--- config.mk ---
export PLATFORM = sky130hd
export DESIGN_NAME = fir_tdf_top
export DESIGN_NICKNAME = d
export VERILOG_FILES = /design/src/rtl/fir_tdf_pkg.sv /design/src/rtl/fir_add_ripple.sv /design/src/rtl/fir_mul2x2.sv /design/src/rtl/fir_mul4x4.sv /design/src/rtl/fir_tap.sv /design/src/rtl/fir_tdf_top.sv
export SDC_FILE = /design/constraint.sdc
export NUM_CORES = 1
export LEC_CHECK = 0
export CORE_MARGIN = 2
export CORE_UTILIZATION = 60
export DETAILED_ROUTE_END_ITERATION = 8
export PLACE_DENSITY = 0.8
export SYNTH_ARGS = -nofsm -noshare
export SYNTH_HDL_FRONTEND = slang
export SYNTH_SLANG_ARGS = --single-unit
--- constraint.sdc ---
create_clock -name clk -period 10.1 [get_ports clk]
set_input_delay 2.02 -clock clk [delete_from_list [all_inputs] [get_ports clk]]
set_output_delay 2.02 -clock clk [all_outputs]
set_load 0.01 [all_outputs]
--- src/rtl/fir_tdf_pkg.sv ---
package fir_tdf_pkg;
    localparam int SAMPLE_W = 4;
    localparam int HALF_W   = SAMPLE_W / 2;
    localparam int PROD_W   = 2 * SAMPLE_W;

    typedef logic [SAMPLE_W-1:0] nib_t;

    typedef enum logic {
        OUT_IDLE = 1'b0,
        OUT_SHOW = 1'b1
    } out_state_e;
endpackage

--- src/rtl/fir_add_ripple.sv ---
// Ripple-carry adder: half adder at bit 0, full adders above it.
module fir_add_ripple #(
    parameter int W = 4
) (
    input  logic [W-1:0] a,
    input  logic [W-1:0] b,
    output logic [W-1:0] s,
    output logic         co
);
    logic [W:0] c;

    assign c[0] = 1'b0;

    for (genvar i = 0; i < W; i++) begin : g_bit
        if (i == 0) begin : g_half
            assign s[i]   = a[i] ^ b[i];
            assign c[i+1] = a[i] & b[i];
        end else begin : g_full
            assign s[i]   = a[i] ^ b[i] ^ c[i];
            assign c[i+1] = (a[i] & b[i]) | (a[i] & c[i]) | (b[i] & c[i]);
        end
    end

    assign co = c[W];
endmodule

--- src/rtl/fir_mul2x2.sv ---
// 2x2 multiplier built from AND terms and two half adders.
module fir_mul2x2 (
    input  logic [1:0] a,
    input  logic [1:0] b,
    output logic [3:0] p
);
    logic cross_c;
    logic hi_term;

    assign p[0]    = a[0] & b[0];
    assign p[1]    = (a[1] & b[0]) ^ (a[0] & b[1]);
    assign cross_c = (a[1] & b[0]) & (a[0] & b[1]);
    assign hi_term = a[1] & b[1];
    assign p[2]    = hi_term ^ cross_c;
    assign p[3]    = hi_term & cross_c;
endmodule

--- src/rtl/fir_mul4x4.sv ---
// 4x4 multiplier assembled from four 2x2 blocks and three ripple adders.
module fir_mul4x4
    import fir_tdf_pkg::*;
(
    input  nib_t              a,
    input  nib_t              b,
    output logic [PROD_W-1:0] p
);
    // q[2*ia+ib] is the product of nibble half ia of a and half ib of b.
    logic [3:0] q [4];

    for (genvar ia = 0; ia < 2; ia++) begin : g_row
        for (genvar ib = 0; ib < 2; ib++) begin : g_col
            fir_mul2x2 u_m (
                .a(a[ia*HALF_W +: HALF_W]),
                .b(b[ib*HALF_W +: HALF_W]),
                .p(q[2*ia+ib])
            );
        end
    end

    logic [3:0] mid_s;
    logic [3:0] mid2_s;
    logic [3:0] top_s;
    logic       mid_c;
    logic       mid2_c;
    logic       top_c_unused;

    // The two cross products, which share the same weight.
    fir_add_ripple #(.W(4)) u_add_mid (
        .a(q[1]), .b(q[2]), .s(mid_s), .co(mid_c)
    );

    // Add the upper half of the low-by-low product.
    fir_add_ripple #(.W(4)) u_add_mid2 (
        .a(mid_s), .b({2'b00, q[0][3:2]}), .s(mid2_s), .co(mid2_c)
    );

    // The high-by-high product plus the carried middle bits.
    // At most one of mid_c and mid2_c can be set.
    fir_add_ripple #(.W(4)) u_add_top (
        .a(q[3]), .b({1'b0, mid_c | mid2_c, mid2_s[3:2]}),
        .s(top_s), .co(top_c_unused)
    );

    assign p = {top_s, mid2_s[1:0], q[0][1:0]};
endmodule

--- src/rtl/fir_tap.sv ---
// One tap: upper product nibble plus the incoming partial sum.
module fir_tap
    import fir_tdf_pkg::*;
(
    input  nib_t coef,
    input  nib_t x,
    input  nib_t z_in,
    input  logic ovf_in,
    output nib_t sum,
    output logic ovf
);
    logic [PROD_W-1:0] prod;
    nib_t              prod_hi;
    nib_t              prod_lo_unused;
    logic              carry;

    fir_mul4x4 u_mul (
        .a(coef), .b(x), .p(prod)
    );

    assign {prod_hi, prod_lo_unused} = prod;

    fir_add_ripple #(.W(SAMPLE_W)) u_acc (
        .a(prod_hi), .b(z_in), .s(sum), .co(carry)
    );

    assign ovf = carry | ovf_in;
endmodule

--- src/rtl/fir_tdf_top.sv ---
module fir_tdf_top
    import fir_tdf_pkg::*;
#(
    parameter int TAPS = 4
) (
    input  logic                     clk,
    input  logic                     rst,
    input  logic                     in_valid,
    input  logic [SAMPLE_W-1:0]      sample_in,
    input  logic [TAPS*SAMPLE_W-1:0] coef_flat,
    output logic [SAMPLE_W-1:0]      sum_out,
    output logic                     sum_valid,
    output logic                     sum_ovf
);
    localparam int NDLY = TAPS - 1;

    nib_t t_sum   [TAPS];
    logic t_ovf   [TAPS];
    nib_t t_zin   [TAPS];
    logic t_oin   [TAPS];
    nib_t z_q     [NDLY];
    logic zovf_q  [NDLY];
    nib_t sum_q;
    logic ovf_q;

    out_state_e state_q;
    out_state_e state_d;

    for (genvar k = 0; k < TAPS; k++) begin : g_tap
        if (k == TAPS - 1) begin : g_last
            assign t_zin[k] = '0;
            assign t_oin[k] = 1'b0;
        end else begin : g_mid
            assign t_zin[k] = z_q[k];
            assign t_oin[k] = zovf_q[k];
        end

        fir_tap u_tap (
            .coef  (coef_flat[k*SAMPLE_W +: SAMPLE_W]),
            .x     (sample_in),
            .z_in  (t_zin[k]),
            .ovf_in(t_oin[k]),
            .sum   (t_sum[k]),
            .ovf   (t_ovf[k])
        );
    end

    // Delay chain and output register advance only on accepted samples.
    always_ff @(posedge clk) begin
        if (rst) begin
            for (int k = 0; k < NDLY; k++) begin
                z_q[k]    <= '0;
                zovf_q[k] <= 1'b0;
            end
            sum_q <= '0;
            ovf_q <= 1'b0;
        end else if (in_valid) begin
            for (int k = 1; k < TAPS; k++) begin
                z_q[k-1]    <= t_sum[k];
                zovf_q[k-1] <= t_ovf[k];
            end
            sum_q <= t_sum[0];
            ovf_q <= t_ovf[0];
        end
    end

    // Output state register.
    always_ff @(posedge clk) begin
        if (rst) state_q <= OUT_IDLE;
        else     state_q <= state_d;
    end

    // Next-state decision.
    always_comb begin
        state_d = OUT_IDLE;
        unique case (state_q)
            OUT_IDLE: state_d = in_valid ? OUT_SHOW : OUT_IDLE;
            OUT_SHOW: state_d = in_valid ? OUT_SHOW : OUT_IDLE;
            default:  state_d = OUT_IDLE;
        endcase
    end

    // Outputs.
    always_comb begin
        sum_valid = 1'b0;
        unique case (state_q)
            OUT_IDLE: sum_valid = 1'b0;
            OUT_SHOW: sum_valid = 1'b1;
            default:  sum_valid = 1'b0;
        endcase
        sum_out = sum_q;
        sum_ovf = ovf_q;
    end
endmodule

==> results_dict.tcl <==
set metrics [dict create \
    io_pins 29 \
    max_cap_violations 0 \
    endpoint_kind "flop" \
    clock_latency_ns 0.26 \
    path_max_fanout 16 \
    drive_gt1_frac 0.04643 \
    seq_area_um2 540.5 \
    n_antenna_cell 0 \
    grt_pass1_wl_um 7003 \
    hpwl_um 3228 \
    rsz0062_at_grt "no" \
    rows 23 \
    grt_pass1_vias 1718 \
    start_util 0.6318 \
    vias 1696 \
    crit_buf_inv 5 \
    worstMarginPinSlew_ns 0.4680 \
    start_kind "input pin" \
    peakVddDrop_mv 0.09134 \
    cts_inserted_buffers 3 \
    die_height_um 69.37 \
    initialDrtViolationCount 28 \
    max_freq_mhz 148.9 \
    arrival_ns 6.73 \
    drc 0 \
    ctsHtreeMaxLevel 1 \
    path_common_cell "fa_1" \
    synth_commonest_cells "53 x and2_1, 47 x ha_1, 46 x inv_1" \
    area_growth_pct 13.96 \
    holdWs_ns 0.4762 \
    setup_viol 0 \
    cts_hold_buf 0 \
    fin_cells 330 \
    min_path_type "flop to flop" \
    die_w_um 69.37 \
    cts_root_buffer "clkbuf_8" \
    grt_max_degree 17 \
    critPathKind "input pin to flop" \
    synthMostInstantiatedCell "and2_1" \
    gp_congestion 0.7436 \
    hold_viol 0 \
    p_leak_nw 1.458 \
    antenna_found_initial 0 \
    portBuffers 28 \
    multi_input_area_um2 1812 \
    grt_use_total 0.1800 \
    syn_area_per_cell_um2 10.13 \
    ys_ff_latch 20 \
    finClkSkew_ns 0.002443 \
    min_period_over_period 0.6647 \
    clock_sinks 20 \
    netlist_instances 253 \
    synth_top_cell_area_share 0.2294 \
    cp_slowest_cell "clkdlybuf4s50_1" \
    synth_nets 352 \
    yosys_most_used_dff "edfxtp_1" \
    vias_per_cell 5.139 \
    relSlewSlack 0.6871 \
    syn_area_um2 2564 \
    n_fill_cell 315 \
    dp.cells 326 \
    async_flop_share 0 \
    synth_seq_area_share 0.2108 \
    cpLargestDelayFamily "adder cells" \
    grt_overflow_total 0 \
    clk_pin_slew_worst_paths_ns 0.07 \
    cts_buffer_depth 2 \
    firstDrtPassIters 4 \
    slew_viol_final 0 \
    cts_resized 0 \
    coreArea_um2 4058 \
    ys.warnings.count 0 \
    dieArea_um2 4812 \
    synth_top_cell_by_area "ha_1" \
    finalSetupTns_ns 0 \
    nets 380 \
    crit_chain "clkdlybuf4s50_1, and2_1, ha_1, fa_1, inv_1, fa_1, fa_1, inv_1, ha_1, fa_1, inv_1, fa_1, fa_1, inv_1, fa_1, and2_4" \
    cellPowerDensity_nw_per_um2 96.81 \
    post_cts_buffers 0 \
    wl_um 3806 \
    yosys-top-cells-area "ha_1 23%, fa_1 23%, edfxtp_1 16%, and2_1 13%, inv_1 6.7%" \
    synth_edf_count 14 \
    cp_data_required_time_ns 10.12 \
    final_antenna_net_count 0 \
    fin_crit_ns 6.714 \
    status "finished, final reports clean" \
    cts_tree "yes" \
    wire_per_inst_um 11.53 \
    cpPeakStageDelay_ns 0.65 \
    synth.distinct_cells 23 \
]
## metal layers
metal | routed length [um] | part of all wire | track usage
met4 | 51 | 0.013 | 0.04575
met2 | 1992 | 0.52 | 0.3291
met3 | 102 | 0.027 | 0.03198
met1 | 1659 | 0.44 | 0.2180
met5 | 0 | 0 | 0
## power breakdown
| part | switching, mW | internal (mW) |
|---|---|---|
| logic | 0.0627 | 0.0625 |
| registers | 0.00382 | 0.101 |
| clock network | 0.0261 | 0.0271 |
## layout make-up
class	count	area share
multi-input combinational	181	0.6201
sequential	20	0.1850
timing repair buffer	28	0.09593
inverter	47	0.06210
tap	50	0.02141
clock buffer	3	0.01413
clock inverter	1	0.001285
## cells by family (layout without fill, tap and decap cells)
logic type / after synthesis / in the layout / share of synthesized area
flip-flops: 20 / 20 / 0.2108
AND/OR/NAND/NOR: 90 / 90 / 0.2060
XOR/XNOR: 4 / 4 / 0.01367
adder cells (fa/ha/maj): 76 / 76 / 0.4558
multiplexers: 2 / 2 / 0.007809
buffers and inverters: 52 / 79 / 0.08248
AO/OA/AOI/OAI: 9 / 9 / 0.02342
## metrics by stage
| step | area (um2) | utilization | worst slack [ns] | power [mW] |
|---|---|---|---|---|
| final | 2922 | 0.7200 | 3.386 | 0.2828 |
| after global routing | 2922 | 0.7200 | 3.083 | 0.3119 |
| after CTS | 2922 | 0.7200 | 3.338 | 0.2885 |
| after detailed placement | 2877 | 0.7089 | 3.066 | 0.2347 |
| after global placement | 2877 | 0.7089 | 3.162 | 0.2273 |
| after floorplan | 2564 | - | 3.817 | 0.1951 |
## sequential cells by signal, summed over array words and instances, names as in the netlist
register	cells
zovf_q	2
sum_ovf	1
sum_out	4
state_q	1
z_q	12
## cell usage in the layout (no fill, tap or decap)
master / instances
xor2_1: 2
dfxtp_1: 6
clkdlybuf4s50_1: 28
clkinv_1: 1
nor2_1: 21
fa_1: 29
inv_1: 46
and3_1: 4
or2_2: 2
a31oi_1: 2
edfxtp_1: 14
nor2b_1: 2
ha_1: 47
and2_4: 7
a22oi_1: 2
a21oi_1: 2
mux2i_1: 2
nand2b_1: 1
and2_1: 53
xnor2_1: 2
clkbuf_8: 3
inv_6: 1
a211oi_1: 3
## tightest hold or removal path: stages (launching register included)
cell and delay (ns):
dfxtp_1 0.31, nor2_1 0.08, a211oi_1 0.04
## worst paths after layout
kind	start	endpoint	slack, ns	cells after the start
min reg2reg	sum_out[1]	sum_out[1]	0.48	2
max reg2reg	z_q[0][8]	z_q[0][7]	7.92	7
max	sample_in[2]	z_q[0][7]	3.39	16
min	sum_out[1]	sum_out[1]	0.48	2
No activity file was read; power rests on OpenSTA's default activity.
